File: config.mk
export PLATFORM = sky130hd
export DESIGN_NAME = fuse_pair_detector
export DESIGN_NICKNAME = d
export VERILOG_FILES = /design/src/rtl/fuse_pair_detector.sv
export SDC_FILE = /design/constraint.sdc
export NUM_CORES = 1
export LEC_CHECK = 0
export ABC_AREA = 1
export BUFFER_PORTS_ARGS = -buffer_cell sky130_fd_sc_hd__buf_4
export CORE_MARGIN = 3
export CORE_UTILIZATION = 45
export CTS_BUF_LIST = sky130_fd_sc_hd__clkbuf_2
export DETAILED_ROUTE_END_ITERATION = 10
export PLACE_DENSITY = 0.78
export SLEW_MARGIN = 10
export SYNTH_ARGS = -nofsm -noshare
export SYNTH_HDL_FRONTEND = slang
export SYNTH_SLANG_ARGS = --single-unit
File: constraint.sdc
create_clock -name clk -period 1.7 [get_ports clk]
set_input_delay 0.085 -clock clk [delete_from_list [all_inputs] [get_ports clk]]
set_output_delay 0.085 -clock clk [all_outputs]
set_load 0.01 [all_outputs]
File: src/rtl/fuse_pair_detector.sv
module fuse_pair_detector #(
  parameter int IW = 32,
  parameter int RW = 5
) (
  input  logic          clk,
  input  logic          rst_n,
  input  logic          in_valid0,
  input  logic [IW-1:0] in_word0,
  input  logic          in_valid1,
  input  logic [IW-1:0] in_word1,
  output logic          in_ready,
  output logic [1:0]    in_take,
  output logic          out_valid,
  input  logic          out_ready,
  output logic [IW-1:0] out_word0,
  output logic [IW-1:0] out_word1,
  output logic          out_fused,
  output logic [1:0]    out_kind,
  output logic [RW-1:0] out_rd,
  output logic [RW-1:0] out_rs3,
  output logic [1:0]    out_consumed
);
  localparam logic [6:0] OPC_REG = 7'b0110011;
  localparam logic [6:0] OPC_IMM = 7'b0010011;
  localparam logic [6:0] OPC_BR  = 7'b1100011;
  localparam logic [1:0] K_NONE  = 2'b00;
  localparam logic [1:0] K_CARRY = 2'b01;
  localparam logic [1:0] K_PRED  = 2'b10;

  logic [6:0]    op0, op1, f7_0, f7_1;
  logic [2:0]    f3_0, f3_1;
  logic [RW-1:0] dst0, dst1, src1a, src1b;

  assign op0   = in_word0[6:0];
  assign op1   = in_word1[6:0];
  assign f3_0  = in_word0[14:12];
  assign f3_1  = in_word1[14:12];
  assign f7_0  = in_word0[31:25];
  assign f7_1  = in_word1[31:25];
  assign dst0  = in_word0[11:7];
  assign dst1  = in_word1[11:7];
  assign src1a = in_word1[19:15];
  assign src1b = in_word1[24:20];

  logic is_sltu0, is_add1, hit_a, hit_b, carry_ok;
  assign is_sltu0 = (op0 == OPC_REG) && (f3_0 == 3'b011) && (f7_0 == 7'd0);
  assign is_add1  = (op1 == OPC_REG) && (f3_1 == 3'b000) && (f7_1 == 7'd0);
  assign hit_a    = (src1a == dst0);
  assign hit_b    = (src1b == dst0);
  assign carry_ok = in_valid1 && is_sltu0 && is_add1 && (dst0 != '0)
                    && (dst1 == dst0) && (hit_a ^ hit_b);

  logic is_br0, fwd_one, alu1, pred_ok;
  assign is_br0  = (op0 == OPC_BR) && (f3_0[2:1] != 2'b01);
  assign fwd_one = (f7_0 == 7'd0) && (in_word0[11:7] == 5'b01000);
  assign alu1    = ((op1 == OPC_IMM) ||
                    ((op1 == OPC_REG) && ((f7_1 == 7'h00) || (f7_1 == 7'h20))))
                   && (dst1 != '0);
  assign pred_ok = in_valid1 && is_br0 && fwd_one && alu1;

  logic fuse, accept;
  assign fuse     = carry_ok || pred_ok;
  assign in_ready = !out_valid || out_ready;
  assign accept   = in_valid0 && in_ready;
  assign in_take  = accept ? (fuse ? 2'd2 : 2'd1) : 2'd0;

  always_ff @(posedge clk) begin
    if (!rst_n) begin
      out_valid    <= 1'b0;
      out_word0    <= '0;
      out_word1    <= '0;
      out_fused    <= 1'b0;
      out_kind     <= K_NONE;
      out_rd       <= '0;
      out_rs3      <= '0;
      out_consumed <= 2'd0;
    end else if (in_ready) begin
      out_valid <= in_valid0;
      if (in_valid0) begin
        out_word0    <= in_word0;
        out_word1    <= fuse ? in_word1 : '0;
        out_fused    <= fuse;
        out_kind     <= carry_ok ? K_CARRY : (pred_ok ? K_PRED : K_NONE);
        out_rd       <= fuse ? dst1 : '0;
        out_rs3      <= carry_ok ? (hit_a ? src1b : src1a) : '0;
        out_consumed <= fuse ? 2'd2 : 2'd1;
      end
    end
  end

  assert_hold_R11: assert property (@(posedge clk) disable iff (!rst_n)
    (out_valid && !out_ready) |=> (out_valid && $stable(out_word0) && $stable(out_word1)
      && $stable(out_kind) && $stable(out_rs3) && $stable(out_consumed)));

  assert_take_R12: assert property (@(posedge clk) disable iff (!rst_n)
    (in_take != 2'd0) |=> (out_valid && (out_consumed == $past(in_take))));

  assert_count_R10: assert property (@(posedge clk) disable iff (!rst_n)
    out_valid |-> (out_fused == (out_consumed == 2'd2)));

  assert_rs3_R3: assert property (@(posedge clk) disable iff (!rst_n)
    (out_valid && out_kind == K_CARRY) |-> (out_rs3 != out_rd));

  assert_x0_R4: assert property (@(posedge clk) disable iff (!rst_n)
    (out_valid && out_fused) |-> (out_rd != '0));
endmodule

# Yosys cells after proc, flatten, opt, wreduce, memory -nomap -nowiden
# Cells that the tools add are included.
[classes]
eq_ne = 11
n_mux = 8
n_bitwise = 1
reduce_logical = 28
[ops]
columns = ["op", "count"]
rows = [
  ["$mux 32", 1],
  ["$eq 7x6->1 const B", 3],
  ["$logic_and 1x1->1", 17],
  ["$eq 5x5->1", 3],
  ["$mux 5", 3],
  ["$logic_not 7->1", 2],
  ["$reduce_bool 5->1", 2],
  ["$mux 2", 4],
  ["$eq 7x5->1 const B", 1],
  ["$eq 7x7->1 const B", 1],
  ["$eq 5x4->1 const B", 1],
  ["$logic_or 1x1->1", 4],
  ["$eq 3x2->1 const B", 1],
  ["$logic_not 3->1", 1],
  ["$ne 2x1->1 const B", 1],
  ["$reduce_and 2->1", 1],
  ["$logic_not 1->1", 1],
  ["$xor 1x1->1", 1],
]
[totals]
ff_bits = 80
in_bits = 69
out_inout_bits = 83
wordCells = 56

# Depth between registers and ports, before layout
# Gate-level depths: netlist (run 1).
[depth]
word_depth = 11
depth_mapped = 13

# Worst setup path before layout (run 1)
# Ideal clock, no wire load.
[synth_path]
path_type = "register to register"
start = "register out_valid"
end = "register out_word0[2]"
t_arrival_ns = 1.319
path_slack_ns = 0.252
path_stages_with_launch = 7
path_buffers = 2
synth_period_minus_slack_ns = 1.448
cell_sequence = "dfxtp_1 nand2_1 nand2_1 inv_1 clkbuf_1 buf_1 a21oi_1"
[synth_via]
elab_chain_cells = 3
[synth_lines]
columns = ["element", "line", "source"]
rows = [
  ["start, declared", "13", "output logic out_valid,"],
  ["start signal, assigned", "78", "out_valid <= in_valid0;"],
  ["$logic_not 1->1", "63", "assign in_ready = !out_valid || out_ready;"],
  ["$logic_or 1x1->1", "63", ""],
  ["via in_ready", "11", "output logic in_ready,"],
  ["$reduce_and 2->1 (no source line)", "--", ""],
  ["end signal, assigned", "80", "out_word0 <= in_word0;"],
  ["end, declared", "15", "output logic [IW-1:0] out_word0,"],
]
# The timed path passes the listed nets, and every way through them passes these cells.
# A chain may end at the register's enable or synchronous reset.

# Worst setup path in the final report (run 1)
[layout_path]
start = "register out_valid"
end = "output port in_take[1]"
[layout_via]
elab_chain_cells = 4
[layout_lines]
columns = ["element", "line", "source"]
rows = [
  ["$logic_not 1->1", "63", ""],
  ["$logic_or 1x1->1", "63", ""],
  ["$logic_and 1x1->1", "64", "assign accept = in_valid0 && in_ready;"],
  ["$mux 2", "65", "assign in_take = accept ? (fuse ? 2'd2 : 2'd1) : 2'd0;"],
  ["end, declared", "12", "output logic [1:0] in_take,"],
]
# No other way between the ends.

==> run summary, run 1 <==
Commonest cells in the netlist: nand2_1, nor2_1, dfxtp_1
Setup violators final: 0
Maximum clock path buffer count: 2
Placed Instances: 698
# port buffers: 151
Synth warn: 0
Met2 GRT Util: 44.5%
Clock latency on the worst-skew pair: 0.50 ns
Number of vias per cell: 4.94
GRT Max-Usage Layer: met2
Total track usage: 26.1%
Aggregate global routing overflow: 0
CORE AREA: 6870 µm²
Leak: 2.43 nW
CTS Sinks: 74
Final non-filler cell total: 778
Routed wire per std cell: 13.8 µm
Post-route DRC: 0
Ports: 152
Initial Util: 46.9%
CTS Root Cell: clkbuf_2
Post-synth ARST share: 0%
Layout cell share with drive strength beyond 1: 28.2%
Vias: 3,843
Initial antenna violation count: 0
Synthesized net count: 544
Achievable frequency: 0.627 GHz
Vias in the first global route: 3,775
Synth Register Bits: 74
Fin Hold WS: 0.0211 ns
Hold Path Class: primary input to flip-flop
Setup Crit Path Kind: flip-flop to primary output
Most used DFF post-synth: dfxtp_1
Met3 Use GR: 7.08%
Required time worst endpoint: 1.62 ns
Crit path max fanout: 4
Critical path arrival: 1.51 ns
Final Hold Viols: 0
Count leader, synth: nand2_1
Slew HR: 54.3%
Total routed wirelength: 10,800 µm
Max VDD drop: 0.503 mV
Cell Area, Synth: 3220 µm²
Yosys top cell area share: 46.0%
Die width: 90.6 µm
Post-synth EDFFs: 0
DRT Pass-1 Iters: 5
Post-synthesis sequential area ratio: 46.0%
Max-Cap Viols: 0
CTS tree: yes
Syn Area/Cell: 6.78 µm²
Num CTS Buffers: 9
Largest area contributor in the netlist: dfxtp_1
Gpl congestion: 0.841
P&R area growth vs syn: 61.0%
Post-route ant nets: 0
Clock transition at path regs: 0.22 ns
H-tree Lvls: 3
Final Max Tran Viols: 0
Status: finished clean
Met1 Usage GRT: 31.7%
Power density of the placed cells: 710 nW/µm²
Row count: 30
Crit share post-route: 93.8%
Least-Margin Pin Slew: 0.685 ns
Initial DRC Count: 158
Synth area leaders: dfxtp_1, nand2_1, nor2_1, a21oi_1, o21ai_0
Crit end category: primary output
Setup Skew: 0.0298 ns
Pin count of the biggest net entering global routing: 59
Nets: 746
Syn Inst Count: 475
RSZ-0062 raised after global routing: false
Die ar.: 8210 µm²
Tot Pwr: 3.68 mW
Yosys cell types: 21
First-pass GRT wire length: 17,600 µm
CP startpoint kind: flip-flop
Die H: 90.6 µm
Total negative setup slack: 0 ns
Min Tclk post-route: 1.60 ns
Antenna cells: 0
Hpwl dp: 7210 µm
## registers in the layout, indices dropped and copies added, names as in the netlist
register,count
out_consumed,1
out_valid,1
out_word1,32
out_word0,32
out_fused,1
out_kind,2
out_rs3,5
## final timing paths
kind | end | startpoint | slack [ns] | depth (start not counted)
hold reg to reg | out_word1[3]$_SDFFE_PN0P_ | out_word1[3]$_SDFFE_PN0P_ | 0.46 | 2
hold / removal | out_rs3[0]$_SDFFE_PN0P_ | in_word1[15] | 0.02 | 5
setup / recovery | in_take[1] | out_valid$_SDFFE_PN0N_ | 0.10 | 6
setup reg to reg | out_word1[23]$_SDFFE_PN0P_ | out_valid$_SDFFE_PN0N_ | 0.24 | 9
## through the flow
stage | setup WS (ns) | area [µm²] | utilization (%)
3_5_place_dp | 0.0168 | 4390 | 63.9
3_3_place_gp | 0.0667 | 4390 | 63.9
2_1_floorplan | 0.252 | 3220 | -
5_1_grt | 0.00318 | 5190 | 75.5
4_1_cts | 0.0237 | 5160 | 75.1
6_report | 0.105 | 5190 | 75.5
## cell type report
class / instances / area [µm²]
repair buffers: 221 / 1840
clock buffers: 10 / 50.0
multi-input cells: 332 / 1460
inverters: 39 / 150
well taps: 96 / 120
flip-flops and latches: 74 / 1480
fillers: 533 / 1680
clock inverters: 6 / 88.8
## power breakdown
group | switching, mW | internal, mW | total [mW] | leakage, nW
logic | 0.346 | 0.369 | 0.715 | 1.74
clock network | 0.635 | 0.495 | 1.13 | 0.0785
registers | 0.0337 | 1.80 | 1.84 | 0.605
## cell families after synthesis
group           count (synthesis)  share of synthesized area (%)
simple gates                  241                           30.0
flops                          74                           46.0
compound gates                 88                           13.7
xor+xnor                        3                          0.816
buf+inv                        69                           9.52
## layer usage
metal / routed length, µm / vias to the layer above
li1: - / 1905
met2: 5260 / 156
met5: 0 / -
met4: 177 / 0
met1: 4350 / 1762
met3: 957 / 20
## cell usage in the layout, fill, tap and decap left out
cell type | synthesis | layout
buf_4 | 6 | 158
dfxtp_2 | 0 | 1
clkbuf_2 | 0 | 10
a21oi_1 | 45 | 45
inv_6 | 0 | 1
dlygate4sd3_1 | 0 | 61
and2_1 | 1 | 1
nand3_1 | 17 | 15
inv_1 | 35 | 33
nand3_2 | 0 | 2
nor4_1 | 1 | 1
xor2_1 | 1 | 1
dfxtp_1 | 74 | 73
nand2_1 | 119 | 117
nor2_2 | 2 | 3
nor3_1 | 10 | 10
xnor2_1 | 2 | 2
clkinv_2 | 0 | 1
clkinvlp_4 | 0 | 3
inv_2 | 4 | 5
nand4_1 | 6 | 6
nor2_1 | 84 | 82
nor2_4 | 0 | 1
bufinv_16 | 0 | 2
o21ai_0 | 43 | 43
buf_12 | 0 | 2
nand2_2 | 1 | 3
## worst max-delay path, cell delays in order (launching register included)
cell,delay [ns]
dfxtp_2,0.38
nand2_2,0.07
nand2_2,0.10
clkinvlp_4,0.13
nand3_2,0.11
nand2_2,0.07
buf_4,0.15
## what timing repair did
action,in CTS,in global routing
pin swaps,1,2
endpoints found under the setup margin,2,2
resized for setup,3,6
buffers inserted,2,1
hold buffers,61,1
hold endpoints to repair,67,1
No activity file was read; power rests on OpenSTA's default activity.
==> run 2, diff against run 1 <==
GPL_TIMING_DRIVEN = 0   (was unset)
==> run 2 against run 1 <==
Power up 2.2%. Largest cell class unchanged. Clock power increased by 4%. Highest routed layer unchanged. Sequential share of layout area decreased by 0.97 points. Largest power group unchanged. First-iteration DRC count grew 20%. Critical path depth up 1. Final area is 3.5% higher. Clock skew shrank 0.0099 ns. Flip-flop and latch count unchanged. Critical endpoint is now in_take[0].
==> run summary, run 2 (synthesized netlist as in run 1, its figures left out) <==
Status: finished clean
Flop pwr share: 48.9%
Sw Pwr: 1.07 mW
Hold Path Class: primary input to flip-flop
Met1 Usage GRT: 33.2%
Least-Margin Pin Slew: 0.471 ns
Total routed wirelength: 11,800 µm
Min Tclk post-route: 1.64 ns
Final Max Tran Viols: 0
Max-Cap Viols: 0
Cell mode on critical path: nand2_4
Fin Hold WS: 0.0177 ns
Setup crit start: out_valid$_SDFFE_PN0N_
Pin count of the biggest net entering global routing: 14
Nets: 776
Setup Skew: 0.0200 ns
Initial antenna violation count: 0
Max VDD drop: 0.362 mV
Post-route DRC: 0
CP Capture Point: in_take[0]
Critical path arrival: 1.56 ns
First-pass GRT wire length: 18,800 µm
WP buf/inv: 3
GRT Max-Usage Layer: met2
Row count: 30
Die ar.: 8210 µm²
Critical Path Max Stage Delay: 0.39 ns
Crit end category: primary output
Leak: 2.52 nW
Setup Crit Path Kind: flip-flop to primary output
Hpwl dp: 7970 µm
Fill count: 530
Cell depth of the worst flop-to-flop path: 6
FF-to-FF Start: out_valid$_SDFFE_PN0N_
Vias: 4,102
Num CTS Buffers: 9
Achievable frequency: 0.608 GHz
Final Hold Viols: 0
CP max-delay cell: dfxtp_2
DRT Pass-1 Iters: 7
Number of vias per cell: 5.08
Stages on worst setup path: 7
Vias in the first global route: 3,988
Slew HR: 68.6%
Gpl congestion: 0.889
Setup violators final: 0
Crit share post-route: 96.7%
Power share of the clock group: 31.1%
Routed wire per std cell: 14.6 µm
CP startpoint kind: flip-flop
Layout cell share with drive strength beyond 1: 28.4%
Die width: 90.6 µm
Die H: 90.6 µm
CTS Root Cell: clkbuf_2
Maximum clock path buffer count: 2
Worst R2R Setup Slack: 0.11 ns
Ports: 152
CTS Sinks: 74
Power density of the placed cells: 701 nW/µm²
Aggregate global routing overflow: 0
Logic pwr share: 20.0%
Post-route ant nets: 0
Antenna cells: 0
Total track usage: 28.2%
Initial DRC Count: 190
Most frequent cells in the layout: buf_4, nand2_1, nor2_1, dfxtp_1, dlygate4sd3_1
Initial Util: 46.9%
Clock latency on the worst-skew pair: 0.52 ns
Top delay family on crit path: flip-flops
Met3 Use GR: 7.67%
P&R area growth vs syn: 66.7%
RR Endpoint: out_word0[5]$_SDFFE_PN0P_
Commonest non-fill, non-tap cell in the layout: buf_4
Biggest regs: out_word0: 32 flops, out_word1: 32 flops, out_rs3: 5 flops
CORE AREA: 6870 µm²
Met2 GRT Util: 48.5%
Required time worst endpoint: 1.62 ns
Clock transition at path regs: 0.22 ns
Crit-path cells: nand2_4 -> nand2_4 -> inv_4 -> clkbuf_8 -> nand2_1 -> nor2_2 -> buf_4
CTS tree: yes
# port buffers: 149
Tot Pwr: 3.76 mW
Int Power: 2.69 mW
H-tree Lvls: 3
Crit path max fanout: 3
Sw Share: 28.5%
-- run 2: cell types whose count changed in the layout (fill, tap and decap cells not counted), sizes merged --
cell and change:
clkbuf +17, buf +8, clkinv +1, inv +1
clkinvlp -2, dlygate4sd3 +5
-- run 2: final cells by class --
cell class                      instances  area, µm²  area share (%)
Buffer                                 30        176            3.29
Clock buffer                           10       50.0           0.932
Clock inverter                          6       90.1            1.68
Inverter                               39        149            2.77
Multi-Input combinational cell        332       1480            27.5
Sequential cell                        74       1480            27.6
Tap cell                               96        120            2.24
Timing Repair Buffer                  221       1820            34.0
-- run 2: layer usage --
| layer | wire length (µm) | share of wire [%] |
|---|---|---|
| met3 | 1040 | 8.8 |
| met5 | 0 | 0 |
| met4 | 348 | 3.0 |
| met1 | 4630 | 39 |
| met2 | 5760 | 49 |
-- run 2: power groups by stage --
| stage | Combinational [mW] | Sequential [mW] | Clock, mW |
|---|---|---|---|
| 2_1_floorplan | 0.229 | 1.90 | 0 |
| 3_3_place_gp | 0.579 | 1.87 | 0 |
| 3_5_place_dp | 0.589 | 1.87 | 0 |
| 4_1_cts | 0.723 | 1.84 | 1.17 |
| 5_1_grt | 0.820 | 1.85 | 1.25 |
| 6_report | 0.752 | 1.84 | 1.17 |
-- run 2: metrics by stage --
stage	instance area (µm²)	TNS, ns	worst slack (ns)	utilization, %	instances
2_1_floorplan	3220	0	0.252	-	475
3_3_place_gp	4460	-0.0564	-0.00889	64.9	720
3_5_place_dp	4460	-1.82	-0.0854	64.9	720
4_1_cts	5310	0	0.00821	77.3	806
5_1_grt	5370	-0.0166	-0.0160	78.1	808
6_report	5370	0	0.0557	78.1	808
-- run 2: how the worst min path moves through the flow --
stage | from | endpoint | slack [ns] | depth (start not counted)
finish | in_word1[18] | out_rs3[3]$_SDFFE_PN0P_ | 0.02 | 5
global route | in_word1[22] | out_rs3[2]$_SDFFE_PN0P_ | 0.04 | 5
CTS | in_valid0 | out_kind[1]$_SDFFE_PN0P_ | 0.007 | 5
detailed placement | in_word0[2] | out_word0[2]$_SDFFE_PN0P_ | 0.34 | 3
global placement | in_word0[24] | out_word0[24]$_SDFFE_PN0P_ | 0.34 | 3
floorplan | in_word0[7] | out_word0[7]$_SDFFE_PN0P_ | 0.22 | 2
-- run 2: tightest hold or removal path, cell delays in order --
cell     delay, ns
buf_4         0.13
nand2_1       0.05
o21ai_0       0.07
nand3_1       0.12
a21oi_1       0.07
-- run 2: timing repair --
item	4_1_cts	5_1_grt
pin swaps	4	5
buffers inserted	5	1
cloned	0	0
endpoints found under the hold margin	62	2
endpoints found under the setup margin	57	9
hold buffers	65	2
resized for setup	9	12
==> run 3, diff against run 2 <==
SETUP_SLACK_MARGIN = 0.1   (was unset)
==> run 3 against run 2 <==
Power down 0.33%. Count of clock-buffer cells in the layout unchanged. Maximum frequency up 2.2%. Critical path type unchanged. Largest cell class unchanged.
==> run summary, run 3 (synthesized netlist as in run 1, its figures left out) <==
Status: finished clean
Total negative setup slack: 0 ns
Crit end category: primary output
Crit-path cells: nand2_2 -> nand2_4 -> inv_4 -> buf_8 -> nand2_2 -> nor2_4 -> buf_6
Die width: 90.6 µm
Vias in the first global route: 3,966
CTS tree: yes
Biggest regs: out_word0: 32 flops, out_word1: 32 flops, out_rs3: 5 flops
Final non-filler cell total: 810
Power share of the clock group: 30.8%
Crit share post-route: 94.7%
Routed wire per std cell: 14.6 µm
CP startpoint kind: flip-flop
Hpwl dp: 7970 µm
FF-to-FF Start: out_valid$_SDFFE_PN0N_
CTS Root Cell: clkbuf_2
Ports: 152
Number of vias per cell: 5.01
Aggregate global routing overflow: 0
Total track usage: 28.4%
Post-route DRC: 0
Logic pwr share: 20.1%
Min Tclk post-route: 1.61 ns
Final core utilization: 78.6%
Sw Pwr: 1.06 mW
RSZ-0062 raised after global routing: true
Placed Instances: 720
Setup Skew: 0.0133 ns
CP max-delay cell: dfxtp_2
Slew HR: 66.5%
Setup Crit Path Kind: flip-flop to primary output
P&R area growth vs syn: 67.7%
Critical Path Max Stage Delay: 0.38 ns
Post-route ant nets: 0
CORE AREA: 6870 µm²
Initial DRC Count: 239
Achievable frequency: 0.621 GHz
Clock latency on the worst-skew pair: 0.52 ns
Flop pwr share: 49.1%
Crit path max fanout: 3
Total routed wirelength: 11,900 µm
Cell mode on critical path: nand2_2
Die H: 90.6 µm
Int Power: 2.69 mW
RR Endpoint: out_word0[26]$_SDFFE_PN0P_
Final Max Tran Viols: 0
Critical path arrival: 1.52 ns
Maximum clock path buffer count: 2
Sw Share: 28.3%
CTS Sinks: 74
Max VDD drop: 0.361 mV
Initial antenna violation count: 0
Layout cell share with drive strength beyond 1: 30.4%
Hold Startpoint: in_word1[18]
Leak: 2.55 nW
Clock transition at path regs: 0.21 ns
Commonest non-fill, non-tap cell in the layout: buf_4
Antenna cells: 0
Power density of the placed cells: 694 nW/µm²
Final Hold Viols: 0
Initial Util: 46.9%
# port buffers: 149
Row count: 30
Worst R2R Setup Slack: 0.17 ns
Vias: 4,060
WHS Path Cells: 5
H-tree Lvls: 3
Gpl congestion: 0.889
First-pass GRT wire length: 18,900 µm
Setup violators final: 0
Least-Margin Pin Slew: 0.498 ns
Pin count of the biggest net entering global routing: 14
Num CTS Buffers: 9
DRT Pass-1 Iters: 5
Cell depth of the worst flop-to-flop path: 8
Hold Path Class: primary input to flip-flop
Die ar.: 8210 µm²
Max-Cap Viols: 0
Required time worst endpoint: 1.62 ns
WHS Endpoint: out_rs3[3]$_SDFFE_PN0P_
Nets: 778
Most frequent cells in the layout: buf_4, nand2_1, nor2_1, dfxtp_1, dlygate4sd3_1
## run 3: how the worst max path moves through the flow
stage | cells past startpoint | slack, ns | from | to
2_1_floorplan | 6 | 0.25 | out_valid$_SDFFE_PN0N_ | out_word0[2]$_SDFFE_PN0P_
6_report | 7 | 0.09 | out_valid$_SDFFE_PN0N_ | in_take[0]
3_5_place_dp | 6 | -0.09 | out_valid$_SDFFE_PN0N_ | out_word1[29]$_SDFFE_PN0P_
5_1_grt | 7 | 0.01 | out_valid$_SDFFE_PN0N_ | in_take[0]
3_3_place_gp | 6 | -0.009 | out_valid$_SDFFE_PN0N_ | out_word1[27]$_SDFFE_PN0P_
4_1_cts | 7 | 0.02 | out_valid$_SDFFE_PN0N_ | in_take[0]
## run 3: repair_timing
action	CTS	global route
pin swaps	4	5
endpoints found under the hold margin	62	0
gates cloned	0	0
hold buffers	60	0
endpoints found under the setup margin	61	35
gates resized for setup	13	27
buffers inserted	13	2
## run 3: cell type report
cell class | count | area (µm²)
Buffer | 30 | 188
Clock buffer | 10 | 50.0
Clock inverter | 6 | 90.1
Fill cell | 520 | 1470
Inverter | 39 | 149
Multi-Input combinational cell | 332 | 1490
Sequential cell | 74 | 1480
Tap cell | 96 | 120
Timing Repair Buffer | 223 | 1840
## run 3: metal layers
layer	wire, µm	share of wire, %	vias to the layer above	track usage (%)
li1	-	-	1971	-
met1	4860	41	1874	33.5
met2	5790	49	183	48.8
met3	905	7.6	32	7.67
met4	309	2.6	0	10.8
met5	0	0	-	0
## run 3: critical path, delay by kind of cell (launching register included)
kind	cells	cell delay, ns
buffers and inverters	3	0.30
flip-flops	1	0.38
AND/OR/NAND/NOR	4	0.34
## run 3: through the flow
step / power (mW) / hold slack (ns) / instance area, µm² / setup WS [ns]
after detailed placement: 2.46 / 0.344 / 4460 / -0.0854
final: 3.75 / 0.0333 / 5400 / 0.0908
after global routing: 3.92 / 0.0363 / 5400 / 0.0128
after global placement: 2.45 / 0.341 / 4460 / -0.00889
after floorplan: 2.13 / 0.224 / 3220 / 0.252
after CTS: 3.72 / 0.00718 / 5330 / 0.0203
## run 3: power groups by stage
stage / Sequential (mW) / Clock, mW / Combinational, mW
floorplan: 1.90 / 0 / 0.229
global placement: 1.87 / 0 / 0.579
detailed placement: 1.87 / 0 / 0.589
CTS: 1.84 / 1.17 / 0.716
global route: 1.85 / 1.25 / 0.818
finish: 1.84 / 1.16 / 0.754
